===== config.mk =====
export PLATFORM = sky130hd
export DESIGN_NAME = supply_suspend_ctrl
export DESIGN_NICKNAME = d
export VERILOG_FILES = /design/src/rtl/sslc_pkg.sv /design/src/rtl/supply_cmp.sv /design/src/rtl/thermal_timer.sv /design/src/rtl/status_alert.sv /design/src/rtl/supply_suspend_ctrl.sv
export SDC_FILE = /design/constraint.sdc
export NUM_CORES = 1
export LEC_CHECK = 0
export BUFFER_PORTS_ARGS = -buffer_cell sky130_fd_sc_hd__clkbuf_2
export CORE_MARGIN = 1.5
export CORE_UTILIZATION = 44
export CTS_BUF_LIST = sky130_fd_sc_hd__clkbuf_8 sky130_fd_sc_hd__clkbuf_16
export CTS_CLUSTER_SIZE = 24
export DETAILED_ROUTE_END_ITERATION = 12
export GPL_TIMING_DRIVEN = 0
export PLACE_DENSITY = 0.75
export REMOVE_ABC_BUFFERS = 1
export SYNTH_ARGS = -nofsm -noshare
export SYNTH_HDL_FRONTEND = slang
export SYNTH_SLANG_ARGS = --single-unit

===== constraint.sdc =====
create_clock -name clk -period 1.5 [get_ports clk]
set_input_delay 0.3 -clock clk [delete_from_list [all_inputs] [get_ports clk]]
set_output_delay 0.3 -clock clk [all_outputs]
set_load 0.005 [all_outputs]

===== src/rtl/sslc_pkg.sv =====
`timescale 1ns/1ps
package sslc_pkg;

  typedef enum logic [1:0] {
    TM_OFF     = 2'd0,
    TM_SUSPEND = 2'd1,
    TM_IDLE    = 2'd2,
    TM_COUNT   = 2'd3
  } tmr_mode_e;

  // Monitoring disabled dominates, then supply suspension, then thermal input.
  function automatic tmr_mode_e pick_mode(logic mon_en, logic below, logic therm_n);
    if (!mon_en)      return TM_OFF;
    else if (below)   return TM_SUSPEND;
    else if (therm_n) return TM_IDLE;
    else              return TM_COUNT;
  endfunction

endpackage


===== src/rtl/supply_cmp.sv =====
`timescale 1ns/1ps
module supply_cmp #(
  parameter int SAMPLE_W = 8
) (
  input  logic                clk,
  input  logic                rst_n,
  input  logic                mon_en,
  input  logic                smp_valid,
  input  logic [SAMPLE_W-1:0] smp_data,
  input  logic [SAMPLE_W-1:0] low_limit,
  output logic                below_nxt,
  output logic                below_q
);

  function automatic logic is_under(logic [SAMPLE_W-1:0] s, logic [SAMPLE_W-1:0] l);
    return (s < l);
  endfunction

  logic take;
  assign take      = mon_en & smp_valid;
  assign below_nxt = take ? is_under(smp_data, low_limit) : below_q;

  always_ff @(posedge clk or negedge rst_n) begin
    if (!rst_n) below_q <= 1'b0;
    else        below_q <= below_nxt;
  end

  // no fresh sample, no change of the comparison result
  p_stale_held_r1: assert property (@(posedge clk) disable iff (!rst_n)
    !(smp_valid && mon_en) |=> $stable(below_q));

endmodule


===== src/rtl/thermal_timer.sv =====
`timescale 1ns/1ps
module thermal_timer
  import sslc_pkg::*;
#(
  parameter int TIMER_W  = 16,
  parameter int PRESCALE = 4
) (
  input  logic               clk,
  input  logic               rst_n,
  input  tmr_mode_e          mode,
  output logic               tick,
  output logic [TIMER_W-1:0] timer_q
);

  localparam int PW = (PRESCALE > 1) ? $clog2(PRESCALE) : 1;
  localparam logic [PW-1:0]      PRE_LAST = PW'(PRESCALE - 1);
  localparam logic [TIMER_W-1:0] TMAX     = {TIMER_W{1'b1}};

  function automatic logic [TIMER_W-1:0] sat_inc(logic [TIMER_W-1:0] v);
    return (v == TMAX) ? v : v + 1'b1;
  endfunction

  logic          run;
  logic [PW-1:0] pre_q;

  assign run  = (mode == TM_COUNT);
  assign tick = run && (pre_q == PRE_LAST);

  always_ff @(posedge clk or negedge rst_n) begin
    if (!rst_n) begin
      pre_q   <= '0;
      timer_q <= '0;
    end else if (run) begin
      pre_q   <= tick ? '0 : pre_q + 1'b1;
      if (tick) timer_q <= sat_inc(timer_q);
    end
  end

  // outside counting mode both the count and prescaler phase hold
  p_frozen_r6: assert property (@(posedge clk) disable iff (!rst_n)
    (mode != TM_COUNT) |=> ($stable(timer_q) && $stable(pre_q)));

  // saturation, never wrap
  p_no_wrap_r7: assert property (@(posedge clk) disable iff (!rst_n)
    (timer_q == TMAX) |=> (timer_q == TMAX));

  // the count only ever moves up by one
  p_step_one_r5: assert property (@(posedge clk) disable iff (!rst_n)
    (timer_q != $past(timer_q)) |-> (timer_q == $past(timer_q) + 1'b1));

endmodule


===== src/rtl/status_alert.sv =====
`timescale 1ns/1ps
module status_alert (
  input  logic clk,
  input  logic rst_n,
  input  logic cond_now,
  input  logic rd_req,
  input  logic alert_en,
  output logic status_q,
  output logic alert
);

  always_ff @(posedge clk or negedge rst_n) begin
    if (!rst_n)                   status_q <= 1'b0;
    else if (cond_now)            status_q <= 1'b1;
    else if (rd_req)              status_q <= 1'b0;
  end

  assign alert = status_q & alert_en;

  // an under result is latched on the same edge
  p_set_r2: assert property (@(posedge clk) disable iff (!rst_n)
    cond_now |=> status_q);

  // the flag only drops after a read with the condition gone
  p_clear_needs_read_r3: assert property (@(posedge clk) disable iff (!rst_n)
    $fell(status_q) |-> ($past(rd_req) && !$past(cond_now)));

endmodule


===== src/rtl/supply_suspend_ctrl.sv =====
`timescale 1ns/1ps
module supply_suspend_ctrl
  import sslc_pkg::*;
#(
  parameter int SAMPLE_W = 8,
  parameter int TIMER_W  = 16,
  parameter int PRESCALE = 4
) (
  input  logic                clk,
  input  logic                rst_n,
  input  logic                mon_en,
  input  logic                smp_valid,
  input  logic [SAMPLE_W-1:0] smp_data,
  input  logic [SAMPLE_W-1:0] low_limit,
  input  logic                alert_en,
  input  logic                therm_n,
  input  logic                stat_rd,
  output logic                under_flag,
  output logic                alert,
  output logic [TIMER_W-1:0]  timer_val
);

  logic      below_nxt;
  logic      below_q;
  logic      tmr_tick;
  tmr_mode_e tmr_mode;

  supply_cmp #(.SAMPLE_W(SAMPLE_W)) u_cmp (
    .clk       (clk),
    .rst_n     (rst_n),
    .mon_en    (mon_en),
    .smp_valid (smp_valid),
    .smp_data  (smp_data),
    .low_limit (low_limit),
    .below_nxt (below_nxt),
    .below_q   (below_q)
  );

  assign tmr_mode = pick_mode(mon_en, below_q, therm_n);

  thermal_timer #(.TIMER_W(TIMER_W), .PRESCALE(PRESCALE)) u_tmr (
    .clk     (clk),
    .rst_n   (rst_n),
    .mode    (tmr_mode),
    .tick    (tmr_tick),
    .timer_q (timer_val)
  );

  status_alert u_stat (
    .clk      (clk),
    .rst_n    (rst_n),
    .cond_now (below_nxt),
    .rd_req   (stat_rd),
    .alert_en (alert_en),
    .status_q (under_flag),
    .alert    (alert)
  );

  // monitoring off keeps the timer and comparison frozen
  p_off_idle_r8: assert property (@(posedge clk) disable iff (!rst_n)
    !mon_en |=> ($stable(timer_val) && $stable(below_q)));

  // no tick may be produced while suspended
  p_no_tick_suspended_r6: assert property (@(posedge clk) disable iff (!rst_n)
    below_q |-> !tmr_tick);

  // the alert never stands without the status bit
  p_alert_needs_flag_r4: assert property (@(posedge clk) disable iff (!rst_n)
    alert |-> under_flag);

endmodule


# [Word-level counts from Yosys, hierarchy flattened]
# Index checks and enable logic that the tools add are counted.
[classes] addsub=2 n_lt_le_gt_ge=1 eq_ne=3 n_mux=7 bitwise_logic=3 reduce_logical=3
[op_table] cell="16-bit by 1-bit adder with 16-bit output (second input constant)" n=1
[op_table] cell="16-bit equality test (second input constant)" n=1
[op_table] cell="8-bit less-than comparator" n=1
[op_table] cell="2-bit 2-to-1 mux" n=3
[op_table] cell="2-bit equality test (second input constant)" n=2
[op_table] cell="1-bit 2-to-1 mux" n=4
[op_table] cell="3-bit AND reduction" n=1
[op_table] cell="2-bit by 1-bit adder with 2-bit output (second input constant)" n=1
[op_table] cell="1-bit AND" n=2
[op_table] cell="2-bit nonzero test" n=1
[op_table] cell="1-bit logical AND" n=1
[op_table] cell="1-bit inverter" n=1
[word_totals] ff_bits=20 inputBits=23 output_inout_bits=18 elab_cells=23

# [Longest topological paths before layout]
# Gate-level depths: netlist (run 1).
[logic_depth] depth_word=6 mapped_depth=7 mapped_depth_nobuf=7

# [Cells and area by module]
# A second synthesis (run 1) with hierarchy kept.
[hier_totals] cells_unflattened=111 area_unflattened_um2=1173.6
[by_module_without_submodules] mod="thermal_timer" instances=1 cells_each=74 area_per_inst_um2=870.8 seq_area_each_um2=450.4
[by_module_without_submodules] mod="supply_cmp" instances=1 cells_each=30 area_per_inst_um2=240.2 seq_area_each_um2=25.0
[by_module_without_submodules] mod="status_alert" instances=1 cells_each=4 area_per_inst_um2=42.5 seq_area_each_um2=25.0
[by_module_without_submodules] mod="supply_suspend_ctrl" instances=1 cells_each=3 area_per_inst_um2=20.0 seq_area_each_um2=0.0

# [Worst setup path before layout (run 1)]
# No wires, ideal clock.
[synth_timing] path_type="register to register" from="reg u_tmr.timer_q[4]" to="reg u_tmr.timer_q[1]" setup_time_ps=128 t_arrival_ps=1469 t_required_ps=1372 path_slack_ps=-97 stages_incl_launch_ff=5 n_path_buf=0 period_less_slack_ps=1597 path_cell_list="dfrtp_1 > nand3_2 > or3_4 > o21ai_4 > mux2_1"
[synth_via] elab_chain_cells=3
[synth_lines] item="start: declaration" line_no="thermal_timer.sv:12" source="output logic [TIMER_W-1:0] timer_q"
[synth_lines] item="start signal: assignment" line_no="thermal_timer.sv:35" source="if (tick) timer_q <= sat_inc(timer_q);"
[synth_lines] item="16-bit equality test" line_no="thermal_timer.sv:20" source="return (v == TMAX) ? v : v + 1'b1;"
[synth_lines] item="1-bit inverter (no source line)"
[synth_lines] item="3-bit AND reduction (no source line)"
# Every way passes these cells.
# A chain may end at the register's enable or synchronous reset.

# [Worst setup path in the final report (run 1)]
[layout_timing] from="reg u_cmp.below_q" to="reg u_tmr.timer_q[9]"
[layout_via] elab_chain_cells=5
[layout_lines] item="start: declaration" line_no="supply_cmp.sv:12" source="output logic below_q"
[layout_lines] item="start signal: assignment" line_no="supply_cmp.sv:25" source="else below_q <= below_nxt;"
[layout_lines] item="2-bit 2-to-1 mux *" line_no="sslc_pkg.sv:14" source="else if (below) return TM_SUSPEND;"
[layout_lines] item="2-bit 2-to-1 mux *" line_no="sslc_pkg.sv:13" source="if (!mon_en) return TM_OFF;"
[layout_lines] item="2-bit equality test *" line_no="thermal_timer.sv:26" source="assign run = (mode == TM_COUNT);"
[layout_lines] item="1-bit logical AND" line_no="thermal_timer.sv:27" source="assign tick = run && (pre_q == PRE_LAST);"
[layout_lines] item="3-bit AND reduction (no source line) *"
# Mark *: on every way between the ends. The rest lies on a longest branch, timed or not.

==> results of run 1 <==
-- worst max-delay path: cells and delay by family, from the launching register on --
kind                      cells  cell delay [ns]
and+or+nand+nor               3             0.81
DFF                           1             0.41
xor gates and xnor gates      1             0.20
AOI/OAI and AO/OA             1             0.11
-- timing repair --
item,4_1_cts,5_1_grt
buffers inserted,15,6
resized for setup,11,12
hold buffers,0,0
cloned,0,0
pin swaps,8,9
setup endpoints to repair,15,15
-- layout make-up --
class                      count  area [µm²]
multi-input combinational     83         753
fill                         180         737
timing repair buffer          61         358
clock buffer                   4        55.1
sequential                    20         503
inverter                       9        33.8
tap                           30        37.5
-- kinds of logic after synthesis --
family,count (synthesis),synth area share [%]
XOR/XNOR,12,9.11
buffers and inverters,9,2.93
adder cells (fa/ha/maj),9,9.76
AO/OA/AOI/OAI,10,7.05
AND/OR/NAND/NOR,48,23.5
flip-flops,20,43.4
multiplexers,4,4.23
-- layer usage --
layer / vias to the layer above / track usage [%] / wire, µm
met4: 0 / 9.17 / 36
met3: 4 / 2.50 / 157
met1: 523 / 25.9 / 1290
met2: 47 / 37.6 / 1610
met5: - / 0 / 0
li1: 520 / - / -
-- registers in the layout, summed over array words and instances, names as in the netlist --
register / cells
u_tmr.pre_q: 2
u_tmr.timer_q: 16
u_cmp.below_q: 1
u_stat.status_q: 1
-- power by group through the flow --
| stage | registers, mW | logic [mW] | clock network [mW] |
|---|---|---|---|
| 4_1_cts | 0.668 | 0.406 | 0.416 |
| 6_report | 0.703 | 0.529 | 0.420 |
| 2_1_floorplan | 0.683 | 0.166 | 0 |
| 5_1_grt | 0.709 | 0.598 | 0.447 |
| 3_5_place_dp | 0.697 | 0.294 | 0 |
| 3_3_place_gp | 0.690 | 0.271 | 0 |
-- cell usage in the layout (no fill, tap or decap), drive strengths merged, types with 4 or more instances in the layout --
cell,n
xnor2,7
buf,21
mux2,4
clkbuf,44
ha,9
inv,9
nand2,14
dfrtp,20
nor2,7
xor2,5
nand3,7
-- final timing paths --
check                                        from                end  slack (ns)  cells after the start
worst max-delay path                u_cmp.below_q   u_tmr.timer_q[9]       -0.12                      5
worst min-delay path                        rst_n   u_tmr.timer_q[5]      -0.006                      1
worst max register to register      u_cmp.below_q   u_tmr.timer_q[9]       -0.12                      5
worst min register to register  u_tmr.timer_q[14]  u_tmr.timer_q[14]        0.49                      1
max in group asynchronous                   rst_n   u_tmr.timer_q[1]        1.14                      1
min in group clk                          stat_rd    u_stat.status_q        0.31                      3
-- per-stage QoR --
stage	area, µm²	instances	worst slack, ns
6_report	1740	207	-0.118
5_1_grt	1740	207	-0.172
4_1_cts	1630	201	-0.0965
3_5_place_dp	1390	182	-0.262
3_3_place_gp	1390	182	-0.202
2_1_floorplan	1150	112	-0.0966
==> results.tsv, run 1 <==
stage	metric	value	unit
run_status	status	complete, but fails checks	
run_status	violations	negative hold slack, negative setup slack	
global_route	antenna_found_initial	0	
yosys	synth_ff_type	dfrtp_1	
floorplanning	start_util	46.6	%
route	wl_per_cell	15.0	µm
route	vias_per_cell	5.29	
power	p_total	1.65	mW
sta	fin_hold_ws	-0.00630	ns
power	leakagePower	0.906	nW
finish	syn2layout_area_growth	50.9	%
hold_path	hp-class	in2async	
cts	numCtsBuffers	3	
setup_path	critPathSlowestCell	dfrtp_1	
finish	antennaDiodeCount	0	
setup_path	endpoint_kind	flip-flop	
yosys	syn_inst	112	
finish	nets	210	
cts	cts_root_buf	clkbuf_8	
sta	worst_slack	-0.118	ns
floorplanning	fp.dieArea	0.00294	mm²
power	p_per_area	949	mW/mm²
power	p_sw	0.490	mW
floorplanning	fp.dieW	54.2	µm
yosys	ys_warn_count	0	
sta	period_minus_slack	1.62	ns
yosys	synth_cell_types	34	
setup_path	critPathRequiredTime	1.68	ns
power	p_seq_share	42.5	%
yosys	yosys-top-cells-area	dfrtp_1, ha_1, xnor2_1	
cts	insertion_delay	0.26	ns
floorplanning	pin_count	41	
global_route	grtUsageTotal	21.4	%
finish	utilization	70.3	%
sta	finalCritPeriodShare	108	%
setup_path	cp_max_fo	5	
power	p_sw_share	29.7	%
setup_path	start_kind	flip-flop	
cts	clkTransAtPathRegs	0.08	ns
power	intPower	1.16	mW
sta	worst_slew_pin_slew	0.503	ns
yosys	synthTopCellsByCount	dfrtp_1, nand2_1, ha_1, inv_1	
global_route	grt_pass1_wl	4470	µm
sta	rsz0062_at_grt	yes	
sta	fin_tns_setup	-0.742	ns
flow_run	cap_violations	0	
floorplanning	num_rows	18	
setup_path	cp.arrival	1.80	ns
sta	final-max-slew-violation-count	0	
yosys	ys_seq_area_share	43.4	%
route	wl	3100	µm
yosys	synth-async-reset-ratio	100	%
route	drc_errors	0	
floorplanning	core	0.00248	mm²
placement	dp_hpwl	1880	µm
yosys	syn-cell-area	0.00115	mm²
cts	cts_tree	done	
sta	relSlewSlack	66.5	%
cts	clock-sinks	20	
yosys	synth-edff-count	0	
setup_path	slowest_delay	0.41	ns
sta	setup_viol	13	
yosys	synth_top_area_share	43.4	%
setup_path	worstSetupPathType	reg2reg	
global_route	grt_overflow	0	
global_route	grt_pass1_vias	999	
yosys	synth_top_area_cell	dfrtp_1	
sta	max_freq	0.618	GHz
global_route	grt_max_degree	21	
finish	drive_gt1_share	52.0	%
yosys	ys_ff_latch	20	
setup_path	crit_chain	nor3b_2 -> and2_2 -> o21ai_4 -> nor4_1 -> xor2_1	
placement	place.gp.congestion	0.777	
route	first_pass_iters	4	
cts	cts_max_level	1	
power	vdd_drop_max	0.000667	V
yosys	synth_area_per_cell	10.3	µm²
route	antenna_left	0	
placement	portBuffers	40	
sta	hold_viol_final	20	
cts	clk_path_buf_depth	2	
power	comb_power_share	32.0	%
yosys	yosysMostFrequentCell	dfrtp_1	
route	drtIter0Drc	13	
floorplanning	die_y	54.2	µm
power	clkPwrFrac	25.4	%
sta	finClkSkew	0.00392	ns
route	via_count	1094	
Note: power is estimated with default switching activity, not from simulation.
==> run 2, diff against run 1 <==
--- a/config.mk
+++ b/config.mk
@@ -16,4 +16,5 @@
 export REMOVE_ABC_BUFFERS = 1
 export SYNTH_ARGS = -nofsm -noshare
 export SYNTH_HDL_FRONTEND = slang
+export SYNTH_HIERARCHICAL = 1
 export SYNTH_SLANG_ARGS = --single-unit
==> run 2 against run 1 <==
Compared with the run above:
- the run still ends with negative hold slack, negative setup slack left
- clock power is 17% lower
- via count is 9.2% lower
- sequential power is 4.7% lower
- critical path depth grew 1
==> results.tsv, run 2 <==
stage	metric	value	unit
finish	antennaDiodeCount	0	
setup_path	worstSetupPathType	reg2reg	
finish	layout_common_cells	clkbuf_2, dfrtp_1, inv_1, xor2_1	
sta	rsz0062_at_grt	yes	
sta	fin_hold_ws	-0.0162	ns
global_route	grt_pass1_vias	935	
route	wl_per_cell	11.8	µm
yosys	syn_inst	110	
floorplanning	pin_count	41	
route	drc_errors	0	
sta	setup_viol	8	
global_route	grt_max_degree	21	
setup_path	critPathBufInv	0	
cts	cts_hold_buf	0	
global_route	grtUsageTotal	18.4	%
route	first_pass_iters	4	
power	vdd_drop_max	0.000783	V
setup_path	cp.arrival	1.70	ns
flow_run	cap_violations	0	
finish	largestRegisters	u_tmr/timer_q: 16 flops, u_tmr/pre_q: 2 flops	
run_status	violations	negative hold slack, negative setup slack	
setup_path	slowest_delay	0.40	ns
global_route	grt_overflow	0	
sta	final-max-slew-violation-count	0	
setup_path	start_kind	flip-flop	
floorplanning	core	0.00250	mm²
floorplanning	start_util	46.8	%
sta	relSlewSlack	67.8	%
placement	portBuffers	40	
global_route	antenna_found_initial	0	
yosys	ys_warn_count	6	
route	drtIter0Drc	5	
floorplanning	fp.dieArea	0.00298	mm²
cts	clock-sinks	20	
floorplanning	num_rows	18	
setup_path	cp_max_fo	3	
setup_path	crit_cells	6	
setup_path	critPathSlowestCell	dfrtp_1	
finish	nets	194	
sta	finClkSkew	0.00198	ns
setup_path	critPathTopFamily	simple AND/OR/NAND/NOR gates	
finish	drive_gt1_share	48.8	%
hold_path	hp-class	in2async	
setup_path	endpoint_kind	flip-flop	
power	leakagePower	0.832	nW
sta	hold_viol_final	20	
sta	worst_slew_pin_slew	0.483	ns
cts	clk_path_buf_depth	2	
placement	postPlaceCellArea	0.00141	mm²
cts	numCtsBuffers	3	
power	p_per_area	857	mW/mm²
setup_path	r2r_slack	-0.06	ns
sta	period_minus_slack	1.56	ns
power	p_total	1.36	mW
finish	regMostFlops	u_tmr/timer_q	
run_status	status	complete, but fails checks	
route	wl	2240	µm
cts	insertion_delay	0.26	ns
finish	postLayoutCellArea	0.00158	mm²
sta	max_freq	0.642	GHz
yosys	synth_area_per_cell	10.6	µm²
floorplanning	die_y	54.6	µm
finish	largest_register_ffs	16	
setup_path	crit_chain	ha_4 -> nand3_4 -> nor4_4 -> nand2b_4 -> nor3_2 -> xor2_1	
global_route	grt_pass1_wl	3770	µm
setup_path	reg2regPathDepth	6	
sta	finalCritPeriodShare	104	%
finish	layout_commonest_cell	clkbuf_2	
finish	syn2layout_area_growth	35.3	%
sta	fin_tns_setup	-0.379	ns
route	via_count	993	
setup_path	critPathRequiredTime	1.64	ns
cts	cts_root_buf	clkbuf_8	
cts	cts_max_level	1	
placement	dp_hpwl	1710	µm
cts	cts_tree	done	
yosys	syn-cell-area	0.00117	mm²
placement	place.gp.congestion	0.745	
floorplanning	fp.dieW	54.6	µm
sta	worst_slack	-0.0582	ns
cts	clkTransAtPathRegs	0.07	ns
setup_path	timing.rr.start	u_tmr/timer_q[1]	
route	vias_per_cell	5.23	
route	antenna_left	0	
setup_path	worstReg2RegEnd	u_tmr/timer_q[15]	
## run 2: cell types whose count changed in the layout (fill, tap and decap cells not counted), sizes merged, moves of 2 or more
cell,delta
buf,-14
inv,+2
a21boi,+2
and3,-2
nand4,+3
xor2,+3
mux2,-2
nor3,+2
nand2,-6
## run 2: metrics by stage
| stage | setup slack (ns) | cells | util [%] |
|---|---|---|---|
| 3_5_place_dp | -0.198 | 180 | 56.3 |
| 3_3_place_gp | -0.156 | 180 | 56.3 |
| 5_1_grt | -0.126 | 190 | 63.3 |
| 2_1_floorplan | -0.0941 | 110 | - |
| 4_1_cts | -0.0408 | 190 | 63.0 |
| 6_report | -0.0582 | 190 | 63.3 |
## run 2: worst reg2reg max path, stage by stage (launching register included)
cell	delay (ns)
dfrtp_1	0.40
ha_4	0.17
nand3_4	0.09
nor4_4	0.38
nand2b_4	0.22
nor3_2	0.04
xor2_1	0.15
## run 2: worst max-delay path by stage
stage | start | end | slack (ns)
finish | u_tmr/timer_q[1] | u_tmr/timer_q[15] | -0.06
global route | u_tmr/timer_q[1] | u_tmr/timer_q[3] | -0.13
CTS | u_tmr/timer_q[1] | u_tmr/timer_q[9] | -0.04
detailed placement | u_tmr/timer_q[0] | u_tmr/timer_q[9] | -0.20
global placement | u_tmr/timer_q[0] | u_tmr/timer_q[9] | -0.16
floorplan | u_tmr/timer_q[0] | u_tmr/timer_q[9] | -0.09
## run 2: metal layers
layer,vias up,global-route usage [%],routed length (µm)
met2,34,30.1,1110
met5,-,0,0
met3,5,2.19,109
met4,0,15.0,80
met1,468,21.4,938
li1,486,-,-
## run 2: layout make-up
type	instances	area [µm²]
Tap cell	30	37.5
Fill cell	198	917
Inverter	12	45.0
Multi-Input combinational cell	78	701
Sequential cell	20	505
Timing Repair Buffer	47	253
Clock buffer	3	41.3
## run 2: what timing repair did
action | CTS | global route
buffers inserted | 7 | 0
hold endpoints to repair | 0 | 0
resized for setup | 17 | 3
setup endpoints to repair | 13 | 13
pin swaps | 9 | 3
gates cloned | 0 | 0
## run 2: power breakdown
group / switching [mW] / leakage, nW / internal (mW) / total (mW)
Clock: 0.170 / 0.0216 / 0.179 / 0.349
Combinational: 0.146 / 0.552 / 0.191 / 0.337
Sequential: 0.0639 / 0.259 / 0.606 / 0.670
Total: 0.380 / 0.832 / 0.977 / 1.36
==> run 3, diff against run 2 <==
--- a/config.mk
+++ b/config.mk
@@ -6,7 +6,6 @@
 export NUM_CORES = 1
 export LEC_CHECK = 0
 export BUFFER_PORTS_ARGS = -buffer_cell sky130_fd_sc_hd__clkbuf_2
-export CORE_MARGIN = 1.5
 export CORE_UTILIZATION = 44
 export CTS_BUF_LIST = sky130_fd_sc_hd__clkbuf_8 sky130_fd_sc_hd__clkbuf_16
 export CTS_CLUSTER_SIZE = 24
==> run 3 against run 2 <==
Compared with the run above:
- the flow still finishes with violations (negative hold slack, negative setup slack)
- global-route usage is 1.9 points higher
- hold slack gained 0.013 ns
- die area shrank 3.6%
- power rose by 7.1%
- routed wire length increased by 22%
- utilization rose by 6.4 points
- first-iteration DRC count increased to 2.8 times the previous value
- worst setup slack worse by 0.067 ns
- critical path type unchanged
- critical endpoint is now u_tmr/timer_q[7]
- largest cell class unchanged
- largest power group unchanged
==> results.tsv, run 3 (synthesis results as in run 2) <==
stage	metric	value	unit
setup_path	slowest_delay	0.43	ns
setup_path	start_kind	flip-flop	
setup_path	crit_start	u_tmr/timer_q[12]	
power	p_per_area	834	mW/mm²
route	drc_errors	0	
route	drtIter0Drc	14	
route	via_count	1045	
cts	cts_root_buf	clkbuf_8	
cts	clock-sinks	20	
power	leakagePower	0.968	nW
finish	syn2layout_area_growth	49.0	%
placement	dpl_worst_slack	-0.178	ns
run_status	violations	negative hold slack, negative setup slack	
route	vias_per_cell	5.17	
sta	worst_slew_pin_slew	0.506	ns
floorplanning	num_rows	18	
cts	numCtsBuffers	3	
sta	worst_slack	-0.125	ns
global_route	grt_pass1_vias	1002	
finish	layout_commonest_cell	clkbuf_2	
cts	insertion_delay	0.26	ns
route	wl_per_cell	13.5	µm
finish	nets	205	
setup_path	critPathSlowestCell	nor4_4	
route	antenna_left	0	
placement	postPlaceCellArea	0.00141	mm²
setup_path	worstSetupPathType	reg2reg	
finish	antennaDiodeCount	0	
cts	clk_path_buf_depth	2	
finish	drive_gt1_share	57.6	%
sta	finalCritPeriodShare	108	%
sta	max_freq	0.615	GHz
sta	rsz0062_at_grt	yes	
setup_path	critPathBufInv	0	
finish	utilization	69.7	%
flow_run	cap_violations	0	
power	vdd_drop_max	0.000568	V
floorplanning	fp.dieArea	0.00287	mm²
sta	fin_hold_ws	-0.00282	ns
finish	largest_register_ffs	16	
placement	dp_hpwl	1810	µm
run_status	status	complete, but fails checks	
finish	regMostFlops	u_tmr/timer_q	
cts	cts_max_level	1	
sta	final-max-slew-violation-count	0	
sta	relSlewSlack	66.3	%
setup_path	cp.arrival	1.76	ns
hold_path	hp-class	in2async	
global_route	grt_pass1_wl	4060	µm
floorplanning	core	0.00250	mm²
setup_path	critPathRequiredTime	1.63	ns
placement	dp.cells	180	
sta	period_minus_slack	1.62	ns
finish	largestRegisters	u_tmr/timer_q: 16 flops, u_tmr/pre_q: 2 flops	
sta	fin_tns_setup	-0.796	ns
finish	layout.cells.non_filler	202	
power	p_total	1.45	mW
placement	portBuffers	40	
floorplanning	fp.dieW	53.6	µm
setup_path	endpoint_kind	flip-flop	
setup_path	critPathTopFamily	simple AND/OR/NAND/NOR gates	
global_route	grt_overflow	0	
floorplanning	die_y	53.6	µm
route	wl	2730	µm
sta	setup_viol	10	
route	first_pass_iters	4	
sta	finClkSkew	0.00115	ns
floorplanning	pin_count	41	
setup_path	cp_max_fo	4	
setup_path	crit_chain	nand4_1 -> nor4_4 -> or3_4 -> nor2_4 -> xor2_1	
setup_path	timing.rr.start	u_tmr/timer_q[12]	
cts	clkTransAtPathRegs	0.07	ns
floorplanning	start_util	46.8	%
global_route	grt_max_degree	21	
finish	layout_common_cells	clkbuf_2, buf_4, dfrtp_1, inv_1	
placement	place.gp.congestion	0.747	
global_route	grtUsageTotal	20.3	%
global_route	antenna_found_initial	0	
finish	postLayoutCellArea	0.00174	mm²
cts	cts_tree	done	
sta	hold_viol_final	19	
run 3: changes by cell type in the layout (fill, tap and decap cells not counted), sizes merged:
cell    change
buf        +11
clkbuf      +1
run 3: timing repair:
item	CTS	global route
gates resized for setup	18	17
buffers inserted	6	12
pin swaps	7	14
hold buffers	0	0
endpoints found under the setup margin	13	15
run 3: worst paths after layout:
check	slack [ns]	end	depth (start not counted)
setup / recovery	-0.12	u_tmr/timer_q[7]	5
hold / removal	-0.003	u_tmr/timer_q[0]	1
max in group asynchronous	1.14	u_tmr/timer_q[8]	1
min in group clk	0.28	u_stat/status_q	3
hold reg to reg	0.51	u_stat/status_q	1
setup reg to reg	-0.12	u_tmr/timer_q[7]	5
run 3: per-layer routing:
| layer | global-route usage (%) | wire (µm) |
|---|---|---|
| met5 | 0 | 0 |
| met4 | 14.5 | 71 |
| met3 | 1.13 | 86 |
| met1 | 21.3 | 1080 |
| met2 | 37.9 | 1490 |
run 3: area by class of cell:
| class | instances | area [µm²] |
|---|---|---|
| clock buffers | 4 | 55.1 |
| fillers | 180 | 757 |
| inverters | 12 | 45.0 |
| multi-input cells | 78 | 752 |
| flip-flops and latches | 20 | 510 |
| well taps | 30 | 37.5 |
| repair buffers | 58 | 343 |
run 3: power breakdown:
group / total (mW) / internal (mW) / switching, mW
logic: 0.383 / 0.218 / 0.164
clock network: 0.411 / 0.234 / 0.178
registers: 0.659 / 0.606 / 0.0527
